[src/rtl/duplex_chk_pkg.sv]
package duplex_chk_pkg;

  localparam int CAUSE_W = 3;

  typedef enum logic [CAUSE_W-1:0] {
    CAUSE_NONE     = 3'd0,
    CAUSE_PARITY   = 3'd1,
    CAUSE_INSTR    = 3'd2,
    CAUSE_RANGE    = 3'd3,
    CAUSE_MISMATCH = 3'd4
  } cause_e;

  typedef struct packed {
    logic captureFirst;
    logic finish;
  } ctrl_s;

endpackage

[src/rtl/duplex_chk_datapath.sv]
module duplex_chk_datapath
  import duplex_chk_pkg::*;
#(
  parameter int DATA_W     = 32,
  parameter int ADDR_W     = 16,
  parameter bit ODD_PARITY = 1'b0
) (
  input  logic                clk,
  input  logic                rst,
  input  ctrl_s               ctrl,
  input  logic                boundLoad,
  input  logic [ADDR_W-1:0]   boundLo,
  input  logic [ADDR_W-1:0]   boundHi,
  input  logic [DATA_W-1:0]   resultData,
  input  logic                resultParity,
  input  logic [ADDR_W-1:0]   resultAddr,
  input  logic                instrValid,
  output logic                passQ,
  output logic [CAUSE_W-1:0]  causeQ
);

  localparam logic [ADDR_W-1:0] ADDR_MAX = {ADDR_W{1'b1}};

  logic [ADDR_W-1:0] loQ, hiQ;
  logic [DATA_W-1:0] firstDataQ;
  cause_e            firstCauseQ;
  logic              parityOk, addrOk;
  cause_e            runCause, verdict;

  // Parity sense chosen by parameter
  generate
    if (ODD_PARITY) begin : g_oddPar
      assign parityOk = ((^resultData) ^ resultParity) == 1'b1;
    end else begin : g_evenPar
      assign parityOk = ((^resultData) ^ resultParity) == 1'b0;
    end
  endgenerate

  assign addrOk = (resultAddr >= loQ) && (resultAddr <= hiQ);

  // Absolute tests of the current run, ranked
  always_comb begin
    if (!parityOk)        runCause = CAUSE_PARITY;
    else if (!instrValid) runCause = CAUSE_INSTR;
    else if (!addrOk)     runCause = CAUSE_RANGE;
    else                  runCause = CAUSE_NONE;
  end

  // Final decision: earliest absolute failure first, relative test last
  always_comb begin
    if (firstCauseQ != CAUSE_NONE)       verdict = firstCauseQ;
    else if (runCause != CAUSE_NONE)     verdict = runCause;
    else if (firstDataQ != resultData)   verdict = CAUSE_MISMATCH;
    else                                 verdict = CAUSE_NONE;
  end

  always_ff @(posedge clk) begin
    if (rst) begin
      loQ <= '0;
      hiQ <= ADDR_MAX;
    end else if (boundLoad) begin
      loQ <= boundLo;
      hiQ <= boundHi;
    end
  end

  always_ff @(posedge clk) begin
    if (rst) begin
      firstDataQ  <= '0;
      firstCauseQ <= CAUSE_NONE;
    end else if (ctrl.captureFirst) begin
      firstDataQ  <= resultData;
      firstCauseQ <= runCause;
    end
  end

  always_ff @(posedge clk) begin
    if (rst) begin
      passQ  <= 1'b0;
      causeQ <= '0;
    end else if (ctrl.finish) begin
      passQ  <= (verdict == CAUSE_NONE);
      causeQ <= verdict;
    end
  end

endmodule

[config.mk]
export PLATFORM = sky130hd
export DESIGN_NAME = duplex_chk_datapath
export DESIGN_NICKNAME = d
export VERILOG_FILES = /design/src/rtl/duplex_chk_pkg.sv /design/src/rtl/duplex_chk_datapath.sv
export SDC_FILE = /design/constraint.sdc
export NUM_CORES = 1
export LEC_CHECK = 0
export BUFFER_PORTS_ARGS = -buffer_cell sky130_fd_sc_hd__buf_2
export CORE_UTILIZATION = 61
export CTS_BUF_LIST = sky130_fd_sc_hd__clkbuf_8
export CTS_CLUSTER_SIZE = 24
export DETAILED_ROUTE_END_ITERATION = 12
export PLACE_DENSITY = 0.89
export SYNTH_ARGS = -nofsm -noshare
export SYNTH_HDL_FRONTEND = slang
export SYNTH_SLANG_ARGS = --single-unit
[constraint.sdc]
create_clock -name clk -period 3.18 [get_ports clk]
set_input_delay 0.318 -clock clk [delete_from_list [all_inputs] [get_ports clk]]
set_output_delay 0.318 -clock clk [all_outputs]
set_load 0.02 [all_outputs]
* Word-level counts from Yosys, hierarchy flattened
Cells that the tools add are included.
** Word-level totals
- Flip-flop bits (word level) :: 71
- Input bits :: 87
- Output and inout port bits :: 4
- Word-level logic and storage cells :: 21
** Operators by class
- Magnitude comparators :: 2
- Equality and inequality tests :: 1
- Mux-type cells :: 6
- Bitwise gates (word level) :: 1
- Reduce and logical (&&, ||, !) cells :: 5
** Operators with widths (count)
- 32-bit != test :: 1
- 32-bit parity :: 1
- 16-bit greater-or-equal comparator :: 1
- 16-bit less-or-equal comparator :: 1
- 3-bit two-way mux :: 4
- 3-bit nonzero test :: 2
- 2-bit two-way mux :: 2
- 3-bit logical NOT :: 1
- 1-bit logical AND :: 1
- 1-bit bitwise XOR :: 1

* Depth between registers and ports, before layout
Gate-level depths: netlist of run 1.
- Depth in word-level cells :: 9
- Depth in mapped cells :: 8
- Mapped depth without buffers :: 8

* Worst setup path after synthesis of run 1
Ideal clock, no wire load.
- Path type :: in2reg
- Start :: in resultAddr[5]
- End :: reg passQ
- Library setup time :: 0.096 ns
- Data arrival time :: 2.070 ns
- Required time :: 3.084 ns
- Slack :: 1.014 ns
- Stages :: 7
- Buffers on the path :: 0
- Cell sequence :: ha_1 > a211oi_1 > nor2_1 > o41a_1 > o31a_1 > or2_2 > o41ai_2
** Between the ends
- Cells in the longest elaborated chain, start to end :: 9
- Elaborated cells on any way between the ends :: 10
- Those cells by class :: order compare: 2; mux: 5; reduce/logical: 3
** RTL lines
- from (decl) :: line duplex_chk_datapath.sv:16 : input logic [ADDR_W-1:0] resultAddr,
- 16-bit greater-or-equal comparator or 16-bit less-or-equal comparator (tied branches) :: line duplex_chk_datapath.sv:39 : assign addrOk = (resultAddr >= loQ) && (resultAddr <= hiQ);
- 1-bit logical AND (*) :: line duplex_chk_datapath.sv:39
- 2-bit two-way mux (*) :: line duplex_chk_datapath.sv:45 : else if (!addrOk) runCause = CAUSE_RANGE;
- 2-bit two-way mux (*) :: line duplex_chk_datapath.sv:44 : else if (!instrValid) runCause = CAUSE_INSTR;
- 3-bit two-way mux (*) :: line duplex_chk_datapath.sv:43 : if (!parityOk) runCause = CAUSE_PARITY;
- 3-bit nonzero test :: line duplex_chk_datapath.sv:52 : else if (runCause != CAUSE_NONE) verdict = runCause;
- 3-bit two-way mux (*) :: line duplex_chk_datapath.sv:52
- 3-bit two-way mux (*) :: line duplex_chk_datapath.sv:51 : if (firstCauseQ != CAUSE_NONE) verdict = firstCauseQ;
- 3-bit logical NOT (*) :: line duplex_chk_datapath.sv:82 : passQ <= (verdict == CAUSE_NONE);
- to (signal assigned) :: line duplex_chk_datapath.sv:82
- to (decl) :: line duplex_chk_datapath.sv:18 : output logic passQ,
Every way passes the cells marked *; elsewhere a longest branch is shown, timed or not.
A chain may end at the register's enable or synchronous reset.

* Worst setup path after layout of run 1
- Start :: reg hiQ[5]
- End :: reg passQ
** Between the ends
- Cells in the longest elaborated chain, start to end :: 9
** RTL lines
- from (decl) :: line duplex_chk_datapath.sv:24 : logic [ADDR_W-1:0] loQ, hiQ;
- from (signal assigned) :: line duplex_chk_datapath.sv:63 : hiQ <= boundHi;
- 16-bit less-or-equal comparator (*) :: line duplex_chk_datapath.sv:39
- 1-bit logical AND (*) :: line duplex_chk_datapath.sv:39
- 2-bit two-way mux (*) :: line duplex_chk_datapath.sv:45
- 2-bit two-way mux (*) :: line duplex_chk_datapath.sv:44
- 3-bit two-way mux (*) :: line duplex_chk_datapath.sv:43
- 3-bit nonzero test :: line duplex_chk_datapath.sv:52
- 3-bit two-way mux (*) :: line duplex_chk_datapath.sv:52
- 3-bit two-way mux (*) :: line duplex_chk_datapath.sv:51
- 3-bit logical NOT (*) :: line duplex_chk_datapath.sv:82
Marked as above.

==> results.cfg, run 1 <==
[synth]
syn_avg_cell_area_um2 = 9.32
ys.flop_type = dfxtp_1
synth_seq_area_share = 0.347
synthCells = 433
syn_area_um2 = 4040
yosysUniqueCellTypes = 43
synth_edf_count = 0
yosys_warnings = 0
synth_seq_cells = 70
syn-num-nets = 552
async_reset_ff_frac = 0

[floorplanning]
initial_core_util = 0.635
die_y_um = 83.3
design.core.area_um2 = 6350
pin_count = 91
die_area_um2 = 6940
row_count = 29
die_x_um = 83.3

[power]
power.density_nw_per_um2 = 551
ir_drop_uv = 396
p_leak_uw = 0.00224
finalPower_uw = 2640

[setup_path]
critPathArrivalTime_ns = 2.65
critPathRequiredTime_ns = 3.43
cp_max_fo = 7
crit_path_start_kind = flop
endpoint_kind = flop
timing_worst_setup_path_type = reg -> reg

[drt]
viasPerCell = 5.59
first_iter_violations = 173
dr.pass1.iters = 4
vias = 3362
drt-total-wl_um = 9440
drc = 0
post_drt_wl_per_cell_um = 15.7
ant_nets = 0

[sta]
whs_ns = 0.181
maxClockFrequency_mhz = 417
slew_viol_final = 0
skew_ns = 0.00983
timing.final.crit_share = 0.754
fin_crit_ns = 2.40
finalSetupViolations = 0
rsz0062_at_grt = no
finalSetupTns_ns = 0
max_slew_margin = 0.329
hold_viol_final = 0
tightest_slew_ns = 1.01

[clocking]
cts_resized = 0
cts_root_buf = clkbuf_8
cts_tree = done
htreeDepth = 3
worstSkewPairLatency_ns = 0.35
cts_setup_buffers = 0
clockBufferDepth = 2
cts.clk_slew.worst_paths_ns = 0.07
cts_sinks = 70
cts_hold_buf = 0
cts_buffers = 9

[layout]
stdcell_count = 601
nNetsFinal = 638
drive_gt1_frac = 0.225
area_delta_synth_final_pct = 18.6
final_util = 0.753
num_antenna_cells = 0

[grt]
grt_overflow = 0
grt_max_degree = 48
antenna_found_initial = 0
first_global_vias = 3431
grt_pass1_wl_um = 15900
grt.total_usage = 0.288

[place]
place_congestion = 0.908
placed_cells = 585
dpl.hpwl_um = 7140
port-buffer-count = 90

[status]
outcome = complete, no violations

[flow_run]
drv_cap = 0

[min_path]
hold_path_class = in -> reg
-- synth_stat cells (2+ instances only) --
cell type  number  area, µm²
clkbuf_1       15       56.3
o211ai_1       16        120
xor2_1          3       26.3
ha_1           32        400
xnor2_2         4       65.1
o2111ai_1       4       35.0
xnor2_1        55        482
a21oi_1        10       50.1
nor3_1          3       15.0
a211oi_1        2       15.0
dfxtp_1        70       1400
nand2_1        26       97.6
mux2i_1        50        500
nand4_1        13       81.3
nor4_1          2       12.5
inv_1          33        124
o21ai_0         7       35.0
nor2_1         59        221
nand2b_1        2       12.5
nand3_1         3       15.0
a311oi_1        2       17.5
-- flip-flops by register name, indices dropped and copies added (netlist names) --
register,cells
causeQ,3
firstDataQ,32
passQ,1
hiQ,16
firstCauseQ,2
loQ,16
-- power by group --
part | internal, µW | switching (µW) | leakage [µW]
Clock | 565 | 345 | 0.000130
Combinational | 351 | 382 | 0.00153
Sequential | 949 | 43.6 | 0.000579
-- routing by layer --
layer | GRT usage | wire [µm] | up-vias
met5 | 0 | 0 | -
met4 | 0.136 | 300 | 0
met3 | 0.0547 | 528 | 30
met2 | 0.494 | 4560 | 123
met1 | 0.347 | 4040 | 1550
li1 | - | - | 1659
-- path summary, 6_finish.rpt --
path	startpoint	endpoint	slack [ns]	cells after the start
setup / recovery	hiQ[5]$_SDFFE_PP1P_	passQ$_SDFFE_PP0P_	0.78	8
hold / removal	boundHi[8]	hiQ[8]$_SDFFE_PP1P_	0.18	3
setup reg to reg	hiQ[5]$_SDFFE_PP1P_	passQ$_SDFFE_PP0P_	0.78	8
hold reg to reg	hiQ[9]$_SDFFE_PP1P_	hiQ[9]$_SDFFE_PP1P_	0.49	2
-- cell families after synthesis --
family	synth area share
simple gates	0.123
flops	0.347
xor+xnor	0.168
compound gates	0.0918
buf+inv	0.0465
mux	0.124
fa+ha+maj	0.0992
-- cells in the final DEF (no fill, tap or decap), types with 2 or more instances in the layout --
master,Yosys,routed
buf_2,0,90
dfxtp_1,70,70
nor2_1,59,59
xnor2_1,55,55
mux2i_1,50,50
inv_1,33,33
ha_1,32,32
nand2_1,26,26
o211ai_1,16,16
nand4_1,13,13
clkbuf_8,0,11
a21oi_1,10,10
o21ai_0,7,7
xnor2_2,4,4
o2111ai_1,4,4
nor3_1,3,3
nand3_1,3,3
xor2_1,3,3
bufinv_16,0,3
nand2b_1,2,2
a211oi_1,2,2
a311oi_1,2,2
nor4_1,2,2
-- worst max-delay path: stages (launching register included) --
cell and delay (ns):
dfxtp_1 0.31, inv_1 0.05, ha_1 0.29, a211oi_1 0.24
nor2_1 0.09, o41a_1 0.32, o31a_1 0.33, or2_2 0.33
o41ai_2 0.33
-- through the flow --
stage	worst slack, ns	cell area [µm²]
final	0.784	4780
after global routing	0.627	4780
after floorplan	1.01	4040
after detailed placement	0.710	4530
after CTS	0.790	4780
after global placement	0.820	4530
-- final cells by class --
| type | count | area (µm²) |
|---|---|---|
| Multi-Input combinational cell | 313 | 2450 |
| Fill cell | 425 | 1570 |
| Sequential cell | 70 | 1400 |
| Timing Repair Buffer | 91 | 458 |
| Clock buffer | 11 | 151 |
| Inverter | 34 | 128 |
| Clock inverter | 5 | 104 |
| Tap cell | 77 | 96.3 |
Power figures use the tool's default switching activity.
==> run 2: changes to the inputs <==
--- a/config.mk
+++ b/config.mk
@@ -6,11 +6,11 @@
 export NUM_CORES = 1
 export LEC_CHECK = 0
 export BUFFER_PORTS_ARGS = -buffer_cell sky130_fd_sc_hd__buf_2
-export CORE_UTILIZATION = 61
+export CORE_UTILIZATION = 56
 export CTS_BUF_LIST = sky130_fd_sc_hd__clkbuf_8
 export CTS_CLUSTER_SIZE = 24
 export DETAILED_ROUTE_END_ITERATION = 12
-export PLACE_DENSITY = 0.89
+export PLACE_DENSITY = 0.82
 export SYNTH_ARGS = -nofsm -noshare
 export SYNTH_HDL_FRONTEND = slang
 export SYNTH_SLANG_ARGS = --single-unit
==> constraint.sdc (replaced) <==
create_clock -name clk -period 2.3 [get_ports clk]
set_input_delay 0.23 -clock clk [delete_from_list [all_inputs] [get_ports clk]]
set_output_delay 0.23 -clock clk [all_outputs]
set_load 0.02 [all_outputs]
==> run 2 against run 1 <==
Largest power group is now clock. Maximum frequency rose by 11%. Hold slack got worse by 0.082 ns. Largest cell class unchanged. First-iteration DRC count fell by 29%. Clock-buffer cell count did not move. Critical path type unchanged. Non-clock buffer count rose by 5. Critical endpoint is now firstCauseQ[1]$_SDFFE_PP0P_. Register-to-register slack got worse by 0.65 ns. Combinational power rose by 36%.
==> results.cfg, run 2 (synthesis results as in run 1) <==
[sta]
fin_crit_ns = 2.17
slew_viol_final = 0
tightest_slew_ns = 0.566
skew_ns = 0.0112
finalSetupViolations = 0
timing.final.crit_share = 0.942
hold_viol_final = 0
max_slew_margin = 0.622
whs_ns = 0.0991
rsz0062_at_grt = yes
maxClockFrequency_mhz = 461

[setup_path]
r2r_slack_ns = 0.13
endpoint_kind = flop
critPathSlowestCell = o41a_1
critPathRequiredTime_ns = 2.52
cp_max_fo = 5
worstPathCellList = inv_1 -> ha_1 -> a21oi_1 -> nor2_1 -> o41a_1 -> o31a_1 -> buf_4 -> o2111ai_1 -> o311ai_1
timing_worst_setup_path_type = reg -> reg
critPathArrivalTime_ns = 2.38
cp_top_family = compound AO/OA/AOI/OAI gates
critical_path.max_stage_delay_ns = 0.39
cp_num_buf_inv = 2
crit_path_start_kind = flop

[layout]
fillers = 534
drive_gt1_frac = 0.240
layout_commonest_cell = buf_2
fin_area_um2 = 4920
most-common-layout-cells = buf_2, dfxtp_1, nor2_1, xnor2_1, mux2i_1
nNetsFinal = 643
largest_reg_flops = 32
area_delta_synth_final_pct = 21.8
reg_top3 = firstDataQ (32), hiQ (16), loQ (16)
regMostFlops = firstDataQ
num_antenna_cells = 0

[clocking]
cts_buffers = 9
cts.clk_slew.worst_paths_ns = 0.08
cts_hold_buf = 0
clockBufferDepth = 2
cts_tree = done
htreeDepth = 3
worstSkewPairLatency_ns = 0.35
cts_sinks = 70
cts_resized = 0
cts_root_buf = clkbuf_8
cts_setup_buffers = 0

[drt]
ant_nets = 0
post_drt_wl_per_cell_um = 14.6
viasPerCell = 5.35
vias = 3345
dr.pass1.iters = 6
drc = 0
first_iter_violations = 123
drt-total-wl_um = 9130

[power]
power.density_nw_per_um2 = 763
seqPwrFrac = 0.365
ir_drop_uv = 448
p_comb_frac = 0.267
clkPwrFrac = 0.368
p_sw_uw = 1050
finalPower_uw = 3750
p_int_uw = 2700
swShare = 0.280
p_leak_uw = 0.00228

[place]
dpl.hpwl_um = 6790
port-buffer-count = 90
placed_cell_area_um2 = 4590
place_congestion = 0.874

[grt]
first_global_vias = 3228
antenna_found_initial = 0
grt.total_usage = 0.253
grt_max_degree = 48
grt_overflow = 0
grt_pass1_wl_um = 14600

[floorplanning]
initial_core_util = 0.587
die_x_um = 86.9
design.core.area_um2 = 6870
die_area_um2 = 7550
pin_count = 91
row_count = 30
die_y_um = 86.9

[flow_run]
drv_cap = 0

[min_path]
hold_path_class = in -> reg

[status]
outcome = complete, no violations
-- run 2: routing by layer --
layer,part of all wire,global-route usage
met5,0,0
met4,0.024,0.115
met3,0.056,0.0474
met2,0.49,0.445
met1,0.43,0.298
-- run 2: cell type report --
class	instances	area, µm²	share of cell area
clock buffer	11	151	0.0308
tap	96	120	0.0244
sequential	70	1400	0.285
timing repair buffer	96	495	0.101
multi-input combinational	313	2490	0.507
clock inverter	5	129	0.0262
inverter	34	128	0.0260
-- run 2: power groups by stage --
stage          clock network [µW]  registers, µW  logic, µW
2_1_floorplan                   0           1410        713
3_3_place_gp                    0           1390        952
3_5_place_dp                    0           1400        974
4_1_cts                      1390           1370        991
5_1_grt                      1450           1380       1100
6_report                     1380           1370       1000
-- run 2: path summary, 6_finish.rpt --
check	from	endpoint	depth (start not counted)
max reg2reg	hiQ[3]$_SDFFE_PP1P_	firstCauseQ[1]$_SDFFE_PP0P_	9
min	boundHi[5]	hiQ[5]$_SDFFE_PP1P_	3
min reg2reg	hiQ[9]$_SDFFE_PP1P_	hiQ[9]$_SDFFE_PP1P_	2
max	hiQ[3]$_SDFFE_PP1P_	firstCauseQ[1]$_SDFFE_PP0P_	9
-- run 2: per-stage QoR --
step | setup WS [ns] | std cells | TNS [ns] | utilization
after floorplan | 0.137 | 433 | 0 | -
after global placement | 0.0948 | 609 | 0 | 0.668
after detailed placement | 0.0342 | 609 | 0 | 0.668
after CTS | 0.0269 | 625 | 0 | 0.709
after global routing | -0.00201 | 625 | -0.00201 | 0.716
final | 0.133 | 625 | 0 | 0.716
-- run 2: worst reg2reg max path, stage by stage, from the launching register on --
cell       delay [ns]
dfxtp_1          0.31
inv_1            0.05
ha_1             0.28
a21oi_1          0.15
nor2_1           0.05
o41a_1           0.39
o31a_1           0.34
buf_4            0.17
o2111ai_1        0.19
o311ai_1         0.12
